===== src/rtl/txt_scan_pkg.sv =====
// Package txt_scan_pkg
// Holds the default geometry and layout constants for the text scanner.
// The modules take these as parameter defaults, so the values are kept in one place.
package txt_scan_pkg;
    localparam int unsigned DEF_COLS         = 40;
    localparam int unsigned DEF_ROWS         = 24;
    localparam int unsigned DEF_ROWS_PER_GRP = 8;
    localparam int unsigned DEF_ROW_STRIDE   = 'h80;
    localparam int unsigned DEF_GRP_STRIDE   = 'h28;
    localparam int unsigned DEF_PAGE_BASE    = 'h400;
    localparam int unsigned DEF_PAGE_SPAN    = 'h400;
    localparam int unsigned DEF_ADDR_W       = 16;
endpackage


===== src/rtl/txt_scan_ctr.sv =====
// Module txt_scan_ctr
// Raster-order column/row counter that advances on a character-clock enable.
// It also produces a registered one-cycle end-of-frame pulse.
// Assumes COLS >= 2 and ROWS >= 2. Reset is synchronous and active low.
module txt_scan_ctr #(
    parameter int unsigned COLS  = txt_scan_pkg::DEF_COLS,
    parameter int unsigned ROWS  = txt_scan_pkg::DEF_ROWS,
    localparam int unsigned COL_W = $clog2(COLS),
    localparam int unsigned ROW_W = $clog2(ROWS)
) (
    input  logic             clk,
    input  logic             rst_n,
    input  logic             step_en,
    output logic [COL_W-1:0] col_q,
    output logic [ROW_W-1:0] row_q,
    output logic             frame_end_q
);
    localparam logic [COL_W-1:0] COL_LAST = COL_W'(COLS - 1);
    localparam logic [ROW_W-1:0] ROW_LAST = ROW_W'(ROWS - 1);

    logic at_col_last;
    logic at_row_last;

    // Decode the last column and the last row of the scan.
    always_comb begin
        at_col_last = (col_q == COL_LAST);
        at_row_last = (row_q == ROW_LAST);
    end

    // Step the counters, wrap them, and flag the end of a frame.
    always_ff @(posedge clk) begin
        if (!rst_n) begin
            col_q       <= '0;
            row_q       <= '0;
            frame_end_q <= 1'b0;
        end else begin
            frame_end_q <= 1'b0;
            if (step_en) begin
                frame_end_q <= at_col_last && at_row_last;
                if (at_col_last) begin
                    col_q <= '0;
                    row_q <= at_row_last ? '0 : row_q + 1'b1;
                end else begin
                    col_q <= col_q + 1'b1;
                end
            end
        end
    end

    AST_COL_IN_RANGE: assert property (@(posedge clk) disable iff (!rst_n)
        col_q <= COL_LAST);
    AST_ROW_IN_RANGE: assert property (@(posedge clk) disable iff (!rst_n)
        row_q <= ROW_LAST);
    AST_HOLD_WHEN_IDLE: assert property (@(posedge clk) disable iff (!rst_n)
        !step_en |=> ($stable(col_q) && $stable(row_q)));
    AST_COL_WRAP: assert property (@(posedge clk) disable iff (!rst_n)
        (step_en && at_col_last) |=> (col_q == '0));
    AST_ROW_WRAP: assert property (@(posedge clk) disable iff (!rst_n)
        (step_en && at_col_last && at_row_last) |=> (row_q == '0 && frame_end_q));
    AST_FRAME_PULSE_SINGLE: assert property (@(posedge clk) disable iff (!rst_n)
        frame_end_q |=> !frame_end_q);
endmodule


===== src/rtl/txt_row_base.sv =====
// Module txt_row_base
// Maps a row index to the offset of that row within a page, using the
// interleaved layout: (row within group)*ROW_STRIDE + (group)*GRP_STRIDE.
// A power-of-two group size uses bit slices; any other size uses divide/modulo.
module txt_row_base #(
    parameter int unsigned ROWS         = txt_scan_pkg::DEF_ROWS,
    parameter int unsigned ROWS_PER_GRP = txt_scan_pkg::DEF_ROWS_PER_GRP,
    parameter int unsigned ROW_STRIDE   = txt_scan_pkg::DEF_ROW_STRIDE,
    parameter int unsigned GRP_STRIDE   = txt_scan_pkg::DEF_GRP_STRIDE,
    parameter int unsigned ADDR_W       = txt_scan_pkg::DEF_ADDR_W,
    localparam int unsigned ROW_W       = $clog2(ROWS)
) (
    input  logic [ROW_W-1:0]  row_idx,
    output logic [ADDR_W-1:0] row_off
);
    localparam bit          GRP_POW2   = (ROWS_PER_GRP & (ROWS_PER_GRP - 1)) == 0;
    localparam int unsigned GRP_BITS   = (ROWS_PER_GRP > 1) ? $clog2(ROWS_PER_GRP) : 1;
    localparam logic [ADDR_W-1:0] ROW_STR_A = ADDR_W'(ROW_STRIDE);
    localparam logic [ADDR_W-1:0] GRP_STR_A = ADDR_W'(GRP_STRIDE);

    logic [ADDR_W-1:0] in_grp;
    logic [ADDR_W-1:0] grp_num;

    generate
        if (GRP_POW2 && ROWS_PER_GRP > 1 && GRP_BITS < ROW_W) begin : g_slice
            // Split the row index into group and in-group fields by bit slicing.
            always_comb begin
                in_grp  = ADDR_W'(row_idx[GRP_BITS-1:0]);
                grp_num = ADDR_W'(row_idx[ROW_W-1:GRP_BITS]);
            end
        end else begin : g_divide
            // Split the row index with a constant divide for non-power-of-two groups.
            always_comb begin
                in_grp  = ADDR_W'(32'(row_idx) % ROWS_PER_GRP);
                grp_num = ADDR_W'(32'(row_idx) / ROWS_PER_GRP);
            end
        end
    endgenerate

    // Combine both strides into the in-page offset of the row.
    always_comb begin
        row_off = in_grp * ROW_STR_A + grp_num * GRP_STR_A;
    end
endmodule


===== src/rtl/txt_cell_addr.sv =====
// Module txt_cell_addr
// Forms the final cell address: page base, plus the second-page span when
// page_sel is high, plus the row offset, plus the column. The path is purely
// combinational, so a change of page takes effect in the same cycle.
module txt_cell_addr #(
    parameter int unsigned COLS      = txt_scan_pkg::DEF_COLS,
    parameter int unsigned PAGE_BASE = txt_scan_pkg::DEF_PAGE_BASE,
    parameter int unsigned PAGE_SPAN = txt_scan_pkg::DEF_PAGE_SPAN,
    parameter int unsigned ADDR_W    = txt_scan_pkg::DEF_ADDR_W,
    localparam int unsigned COL_W    = $clog2(COLS)
) (
    input  logic [ADDR_W-1:0] row_off,
    input  logic [COL_W-1:0]  col_idx,
    input  logic              page_sel,
    output logic [ADDR_W-1:0] addr
);
    localparam logic [ADDR_W-1:0] BASE_A = ADDR_W'(PAGE_BASE);
    localparam logic [ADDR_W-1:0] SPAN_A = ADDR_W'(PAGE_SPAN);

    // Add the page base, the page offset, the row offset and the column.
    always_comb begin
        addr = BASE_A + (page_sel ? SPAN_A : '0) + row_off + ADDR_W'(col_idx);
    end
endmodule


===== src/rtl/txt_addr_scanner.sv =====
// Module txt_addr_scanner (top)
// Scans a character display in raster order and presents the interleaved
// memory address of each cell, together with its column and row indices and
// an end-of-frame pulse. Assumes the whole scan of both pages fits in ADDR_W bits.
module txt_addr_scanner #(
    parameter int unsigned COLS         = txt_scan_pkg::DEF_COLS,
    parameter int unsigned ROWS         = txt_scan_pkg::DEF_ROWS,
    parameter int unsigned ROWS_PER_GRP = txt_scan_pkg::DEF_ROWS_PER_GRP,
    parameter int unsigned ROW_STRIDE   = txt_scan_pkg::DEF_ROW_STRIDE,
    parameter int unsigned GRP_STRIDE   = txt_scan_pkg::DEF_GRP_STRIDE,
    parameter int unsigned PAGE_BASE    = txt_scan_pkg::DEF_PAGE_BASE,
    parameter int unsigned PAGE_SPAN    = txt_scan_pkg::DEF_PAGE_SPAN,
    parameter int unsigned ADDR_W       = txt_scan_pkg::DEF_ADDR_W,
    localparam int unsigned COL_W       = $clog2(COLS),
    localparam int unsigned ROW_W       = $clog2(ROWS)
) (
    input  logic              clk,
    input  logic              rst_n,
    input  logic              char_en,
    input  logic              page_sel,
    output logic [COL_W-1:0]  cur_col,
    output logic [ROW_W-1:0]  cur_row,
    output logic [ADDR_W-1:0] cell_addr,
    output logic              frame_done
);
    localparam logic [ADDR_W-1:0] LO_A = ADDR_W'(PAGE_BASE);
    localparam logic [ADDR_W-1:0] HI_A = ADDR_W'(PAGE_BASE + 2 * PAGE_SPAN);

    logic [ADDR_W-1:0] row_off;

    txt_scan_ctr #(.COLS(COLS), .ROWS(ROWS)) ctr_i (
        .clk         (clk),
        .rst_n       (rst_n),
        .step_en     (char_en),
        .col_q       (cur_col),
        .row_q       (cur_row),
        .frame_end_q (frame_done)
    );

    txt_row_base #(
        .ROWS(ROWS), .ROWS_PER_GRP(ROWS_PER_GRP), .ROW_STRIDE(ROW_STRIDE),
        .GRP_STRIDE(GRP_STRIDE), .ADDR_W(ADDR_W)
    ) rowb_i (
        .row_idx (cur_row),
        .row_off (row_off)
    );

    txt_cell_addr #(
        .COLS(COLS), .PAGE_BASE(PAGE_BASE), .PAGE_SPAN(PAGE_SPAN), .ADDR_W(ADDR_W)
    ) cell_i (
        .row_off  (row_off),
        .col_idx  (cur_col),
        .page_sel (page_sel),
        .addr     (cell_addr)
    );

    AST_ADDR_IN_PAGES: assert property (@(posedge clk) disable iff (!rst_n)
        (cell_addr >= LO_A) && (cell_addr < HI_A));
    AST_ORIGIN_AT_BASE: assert property (@(posedge clk) disable iff (!rst_n)
        (cur_col == '0 && cur_row == '0 && !page_sel) |-> (cell_addr == LO_A));
endmodule


===== config.mk =====
export PLATFORM = sky130hd
export DESIGN_NAME = txt_addr_scanner
export DESIGN_NICKNAME = d
export VERILOG_FILES = /design/src/rtl/txt_scan_pkg.sv /design/src/rtl/txt_scan_ctr.sv /design/src/rtl/txt_row_base.sv /design/src/rtl/txt_cell_addr.sv /design/src/rtl/txt_addr_scanner.sv
export SDC_FILE = /design/constraint.sdc
export NUM_CORES = 1
export LEC_CHECK = 0
export ABC_AREA = 1
export BUFFER_PORTS_ARGS = -buffer_cell sky130_fd_sc_hd__buf_2
export CAP_MARGIN = 15
export CORE_MARGIN = 2
export CORE_UTILIZATION = 40
export DETAILED_ROUTE_END_ITERATION = 10
export MAX_ROUTING_LAYER = met4
export PLACE_DENSITY = 0.65
export SYNTH_ARGS = -nofsm -noshare
export SYNTH_HDL_FRONTEND = slang
export SYNTH_SLANG_ARGS = --single-unit

===== constraint.sdc =====
create_clock -name clk -period 4.1 [get_ports clk]
set_input_delay 0 -clock clk [delete_from_list [all_inputs] [get_ports clk]]
set_output_delay 0 -clock clk [all_outputs]
set_load 0.02 [all_outputs]

* After elaboration in Yosys (flattened, before gate mapping)
Cells that the tools add are included.
** Storage, ports and cells
- Word-level logic and storage cells :: 18
- Memories kept :: 0
- Memory bits (read-only) :: 0
- Memory bits (writable) :: 0
- Register bits :: 12
- Bits of input ports :: 4
- Output and inout bits :: 28
- Bits in latches :: 0
** Cells by class
- Bitwise logic cells :: 0
- Reductions and logical operators :: 3
- Shift operators :: 0
- Add/sub/neg operators :: 6
- Eq/ne operators :: 2
- Muxes and demuxes :: 3
- Order comparisons :: 0
- Div/mod/pow operators :: 0
- Multiply operators :: 1
** Operators with widths (number)
- adder 10 x 16 -> 16 bit :: 1
- adder 11 x 16 -> 16 bit (first input constant) :: 1
- adder 16 bit :: 1
- adder 16 x 6 -> 16 bit :: 1
- 2-to-1 mux 11 bit :: 1
- adder 6 x 1 -> 6 bit (second input constant) :: 1
- equality test 6 bit (second input constant) :: 1
- 2-to-1 mux 6 bit :: 1
- adder 5 x 1 -> 5 bit (second input constant) :: 1
- equality test 5 bit (second input constant) :: 1
- multiplier 2 x 3 -> 5 bit (second input constant) :: 1
- 2-to-1 mux 5 bit :: 1
- AND reduction 2 bit :: 2
- logical AND 1 bit :: 1

* Logic depth before layout (Yosys ltp)
Gate-level depths: netlist of run 1.
- Depth in word-level cells :: 4
- Gate-level depth with buffers :: 8
- Depth with buffers taken out :: 8

* By module
Synthesis of run 1 repeated with hierarchy kept, for this count alone.
** Unflattened totals
- Cells, all modules :: 234
- Area, all modules :: 1427.6 sq um
** By module, submodules not included
- txt_cell_addr :: instances 1, area an instance 730.7 sq um, seq. area each 0.0 sq um, cells each 134
- txt_scan_ctr :: instances 1, area an instance 573.0 sq um, seq. area each 240.2 sq um, cells each 83
- txt_row_base :: instances 1, area an instance 123.9 sq um, seq. area each 0.0 sq um, cells each 17

* Worst setup path after synthesis of run 1
Ideal clock, no wire load.
- Kind :: flip-flop to output port
- From :: register ctr_i.col_q[3]
- To :: output port cell_addr[11]
- Setup slack :: 2.213 ns
- Stages on the path, launching flop included :: 9
- Arrival :: 1.887 ns
- Path buffers :: 0
- Data required time :: 4.100 ns
- Cells stage by stage :: dfxtp_1 > ha_1 > inv_1 > fa_1 > inv_1 > nand2_1 > nand2_1 > nand2_1 > o21ai_0
** On the way
- Cells in the longest elaborated chain, start to end :: 1
** Ends and longest elaborated chain
- from (decl) :: RTL line txt_scan_ctr.sv:14 : output logic [COL_W-1:0] col_q,
- from (signal assigned) :: RTL line txt_scan_ctr.sv:44 : col_q <= col_q + 1'b1;
- adder 16 x 6 -> 16 bit :: RTL line txt_cell_addr.sv:22 : addr = BASE_A + (page_sel ? SPAN_A : '0) + row_off + ADDR_W'(col_idx);
- to (decl) :: RTL line txt_addr_scanner.sv:23 : output logic [ADDR_W-1:0] cell_addr,
No other way between the ends.

* Worst setup path after layout of run 1
- From :: register ctr_i.row_q[4]
- To :: output port cell_addr[11]
** On the way
- Cells in the longest elaborated chain, start to end :: 4
** Ends and longest elaborated chain
- from (decl) :: RTL line txt_scan_ctr.sv:15 : output logic [ROW_W-1:0] row_q,
- from (signal assigned) :: RTL line txt_scan_ctr.sv:42 : row_q <= at_row_last ? '0 : row_q + 1'b1;
- multiplier 2 x 3 -> 5 bit :: RTL line txt_row_base.sv:42 : row_off = in_grp * ROW_STR_A + grp_num * GRP_STR_A;
- adder 10 x 16 -> 16 bit :: RTL line txt_row_base.sv:42
- adder 16 bit :: RTL line txt_cell_addr.sv:22
- adder 16 x 6 -> 16 bit :: RTL line txt_cell_addr.sv:22
No other way between the ends.

==> results of run 1 <==
-- stage by stage --
stage               worst slack (ns)  instance area, µm²  total power [mW]  instances  hold WS, ns
floorplan                       2.21                 902             0.146        124        0.120
global placement                2.42                1010             0.150        171        0.289
detailed placement              2.35                1010             0.150        171        0.302
CTS                             2.04                1040             0.248        175      0.00907
global route                    1.84                1040             0.257        175       0.0164
finish                          2.06                1040             0.246        175       0.0110
-- cell families (layout without fill, tap and decap cells) --
logic type,after synthesis,in the layout,share of synthesized area [%]
other cells,1,4,0.421
xor+xnor,5,5,4.92
compound gates,6,6,3.93
fa+ha+maj,6,6,9.27
flops,12,12,27.0
simple gates,66,66,39.6
buf+inv,25,48,14.9
-- final timing paths --
kind,end,cells after the start,from
min,ctr_i.row_q[4],3,rst_n
max,cell_addr[11],8,ctr_i.row_q[4]
max reg2reg,ctr_i.row_q[3],6,ctr_i.col_q[0]
min reg2reg,ctr_i.row_q[1],2,ctr_i.row_q[1]
-- final cells by class --
type | instances | area [µm²]
tap | 28 | 35.0
multi-input combinational | 87 | 529
clock buffer | 4 | 36.3
inverter | 17 | 68.8
sequential | 12 | 240
fill | 233 | 1100
timing repair buffer | 27 | 135
-- state kept, by name, indices dropped and copies added (netlist names) --
name               count
ctr_i.col_q            6
ctr_i.frame_end_q      1
ctr_i.row_q            5
-- worst max-delay path: stages, from the launching register on --
cell and delay (ns):
dfxtp_1 0.55, inv_1 0.15, fa_1 0.46, inv_1 0.08
nand2_1 0.04, nand2_1 0.07, nand2_1 0.07, o21ai_0 0.16
buf_2 0.18
-- cells in the mapped netlist, types with 2 or more instances --
master,instances
inv_2,2
buf_4,7
nor2_1,12
nand2_1,25
nand4_1,3
nand3_1,9
nand2_4,2
inv_1,14
ha_1,5
nand2_2,5
xor2_1,3
a21oi_1,3
dfxtp_1,12
nor3_1,3
xnor2_1,2
-- power breakdown --
part           internal, mW  total, mW  switching [mW]
Sequential            0.118      0.121         0.00258
Combinational       0.00768     0.0263          0.0186
Clock                0.0540     0.0987          0.0446
Total                 0.180      0.246          0.0658
-- metal layers --
layer  track usage (%)  vias to the layer above
li1                  -                      422
met1              18.4                      376
met2              25.5                       28
met3              2.92                        5
met4              6.76                        0
met5                 -                        -
==> flow_summary.toml, run 1 <==
[detailed_routing]
top_layer = "met4"
wl_met2_um = 811
drt-total-wl_mm = 1.76
ant_nets = 0
drt_iter0_markers = 15
wl_per_cell_um = 10.1
via_count = 831
route.met3.wl_um = 125
drc = 0
wl_met1_um = 788
firstDrtPassIters = 4
viasPerCell = 4.75

[global_routing]
overflow = 0
grt_max_degree = 13
grt_usage_pct = 15.5
antenna_found_initial = 0
grt_pass1_vias = 725
grt_pass1_wl_mm = 3.00

[floorplan]
rows = 17
die_area_mm2 = 0.00262
num_io_pins = 32
die_x_um = 51.2
coreArea_mm2 = 0.00215
die_h_um = 51.2
initial_core_util_pct = 41.5

[setup_path]
path_class = "reg2out"
r2r_slack_ns = 2.78
worstPathRequired_ns = 4.10
cp.arrival_ns = 2.04
end_kind = "primary output"
worstSetupStartpointType = "flip-flop"
critical_path.max_fanout = 12

[sta]
finalClockSkew_ns = 0.0101
achievable-frequency_ghz = 0.490
fin_crit_ns = 2.04
final_hold_viol_count = 0
rsz0062_at_grt = "no"
post-route-period-util_pct = 49.8
setup_viol = 0
maxSlewViolCount = 0
tns_ns = 0

[logic_synthesis]
yosysWarnings = 0
synth_top_area_share_pct = 27.0
ys_async_sr_fraction_pct = 0
syn_inst = 121
synth_flop_cell = "dfxtp_1"
syn_avg_cell_area_um2 = 7.36
synth_area_leader_cell = "dfxtp_1"
synth_edf_count = 0
seq_area_frac_synth_pct = 27.0
syn-cell-area_um2 = 891
ys_types = 29
synth.top_cells.by_area = "dfxtp_1 (27%), nand2_1 (11%), ha_1 (7.0%), buf_4 (5.9%), inv_1 (5.9%)"
ys_ff_latch = 12

[final_layout]
fin_nets = 158
diodes = 0
syn_to_final_growth_pct = 17.3
layout_commonest_cell = "buf_2"
mostFrequentLayoutCells = "buf_2 (27), nand2_1 (25), inv_1 (14), nor2_1 (12), dfxtp_1 (12)"
drive_above_1_share_pct = 32.0
final_util_pct = 48.6

[clocking]
hold_buffers = 0
cts_tree = "built"
cts_setup_buffers = 0
clk_pin_slew_ns = 0.08
clock_path_buffers = 2
root_buffer = "clkbuf_4"
cts_resized = 0
cts.sinks = 12
cts_buffers = 3
cts_htree_levels = 1
insertion_delay_ns = 0.28

[power_and_ir_drop]
powerDensity_mw_per_mm2 = 235
p_leak_nw = 0.582
peakVddDrop_mv = 0.126

[place]
gp_congestion = 0.781
portBuffers = 27
dp_hpwl_mm = 1.40

[min_path]
hp-class = "in2reg"

[flow_run]
cap_violations = 0

[status]
status = "complete, no violations"
Note: power is estimated with default switching activity, not from simulation.
==> inputs of run 2 (changes only) <==
==> constraint.sdc (replaced) <==
create_clock -name clk -period 1.9 [get_ports clk]
set_input_delay 0 -clock clk [delete_from_list [all_inputs] [get_ports clk]]
set_output_delay 0 -clock clk [all_outputs]
set_load 0.02 [all_outputs]
==> flow_summary.toml, run 2 (same netlist as run 1, synthesis figures left out) <==
[power_and_ir_drop]
p_sw_share_pct = 26.6
powerDensity_mw_per_mm2 = 467
peakVddDrop_mv = 0.251
power.internal_mw = 0.389
power_frac_clock_pct = 39.7
net-switching-power_mw = 0.141
combinationalPowerShare_pct = 11.3
seqPwrFrac_pct = 49.0
p_leak_nw = 0.603

[setup_path]
critPathMaxStageDelay_ns = 0.39
cp.arrival_ns = 1.79
worstPathRequired_ns = 1.90
r2r_slack_ns = 0.59
worstSetupStartpointType = "flip-flop"
cp_slowest_cell = "dfxtp_4"
path_common_cell = "inv_1"
worst-path-buf-inv = 3
worstPathCellList = "ha_4, inv_1, fa_2, inv_1, nand2_1, nand2_2, nand3_2, xnor2_1, buf_4"
path_class = "reg2out"
end_kind = "primary output"
critical_path.max_fanout = 5
crit_family = "adder cells"

[final_layout]
fin_cells = 180
drive_above_1_share_pct = 38.8
syn_to_final_growth_pct = 27.2
top_regs = "ctr_i.col_q: 6 flops, ctr_i.row_q: 5 flops, ctr_i.frame_end_q: 1 flops"
largest_register = "ctr_i.col_q"
diodes = 0
fill_cells = 227
fin_nets = 163
final_util_pct = 52.8
largest_register_ffs = 6
design_area_mm2 = 0.00113
mostFrequentLayoutCells = "nand2_1 (24), buf_2 (24), inv_1 (14), nor2_1 (12), dfxtp_1 (9)"

[sta]
setup_viol = 0
tns_ns = 0
finalClockSkew_ns = 0.00155
post-route-period-util_pct = 94.4
fin_crit_ns = 1.79
achievable-frequency_ghz = 0.558
final_hold_viol_count = 0
maxSlewViolCount = 0

[min_path]
hp-class = "in2reg"

[global_routing]
grt_usage_pct = 15.6
overflow = 0
antenna_found_initial = 0
grt_max_degree = 12
grt_pass1_wl_mm = 3.00
grt_pass1_vias = 731

[clocking]
clock_path_buffers = 2
cts_tree = "built"
cts.sinks = 12
insertion_delay_ns = 0.27
root_buffer = "clkbuf_4"
cts_htree_levels = 1
cts_buffers = 3
clk_pin_slew_ns = 0.08

[detailed_routing]
via_count = 853
wl_per_cell_um = 10.8
drt-total-wl_mm = 1.94
drt_iter0_markers = 3
drc = 0
firstDrtPassIters = 3
viasPerCell = 4.74
ant_nets = 0

[flow_run]
cap_violations = 0

[floorplan]
die_h_um = 51.2
die_area_mm2 = 0.00262
coreArea_mm2 = 0.00215
num_io_pins = 32
rows = 17
die_x_um = 51.2
initial_core_util_pct = 41.5

[place]
portBuffers = 27
gp_congestion = 0.792
dpl-instance-area_mm2 = 0.00102
dp_hpwl_mm = 1.38
dp_cells = 173

[status]
status = "complete, no violations"
==> run 2: changes by cell type in the layout (fill, tap and decap cells not counted), sizes merged <==
cell,change
buf,+4
dlygate4sd3,+1
==> run 2: area by class of cell <==
| class | count | area [µm²] | area share (%) |
|---|---|---|---|
| clock buffers | 4 | 36.3 | 3.20 |
| inverters | 17 | 68.8 | 6.07 |
| well taps | 28 | 35.0 | 3.09 |
| repair buffers | 32 | 183 | 16.1 |
| flip-flops and latches | 12 | 246 | 21.7 |
| multi-input cells | 87 | 564 | 49.8 |
==> run 2: worst register-to-register path, stage by stage, from the launching register on <==
cell and delay (ns):
dfxtp_1 0.42, ha_1 0.26, nand2_1 0.10, inv_1 0.12, nand3_1 0.10, o21ai_2 0.16, nor2_1 0.06
==> run 2: final timing paths <==
| check | startpoint | endpoint | depth (start not counted) |
|---|---|---|---|
| worst max-delay path | ctr_i.col_q[3] | cell_addr[9] | 9 |
| worst min-delay path | char_en | ctr_i.col_q[0] | 3 |
| worst min register to register | ctr_i.row_q[1] | ctr_i.row_q[1] | 2 |
| worst max register to register | ctr_i.row_q[1] | ctr_i.row_q[3] | 6 |
==> run 2: stage by stage <==
| step | setup WS [ns] | hold WS, ns | power (mW) |
|---|---|---|---|
| finish | 0.107 | 0.0684 | 0.530 |
| global route | -0.0101 | 0.102 | 0.558 |
| CTS | 0.00207 | 0.0657 | 0.535 |
| detailed placement | 0.234 | 0.292 | 0.325 |
| floorplan | 0.0134 | 0.120 | 0.316 |
| global placement | 0.270 | 0.291 | 0.323 |
==> run 2: timing repair <==
item / CTS / global route
pin swaps: 0 / 2
setup buffers: 0 / 2
gates resized for setup: 1 / 13
hold buffers: 1 / 0
endpoints found under the setup margin: 3 / 4
endpoints found under the hold margin: 1 / 0
==> run 2: power groups by stage <==
stage	Combinational (mW)	Sequential (mW)	Clock (mW)
2_1_floorplan	0.0442	0.271	0
4_1_cts	0.0595	0.261	0.214
6_report	0.0601	0.259	0.210
3_3_place_gp	0.0568	0.266	0
5_1_grt	0.0665	0.260	0.231
3_5_place_dp	0.0577	0.267	0
==> run 2: routing by layer <==
layer,share of wire (%),track usage [%]
met5,0,-
met4,1.2,6.76
met3,4.5,2.63
met2,50,27.3
met1,45,17.5
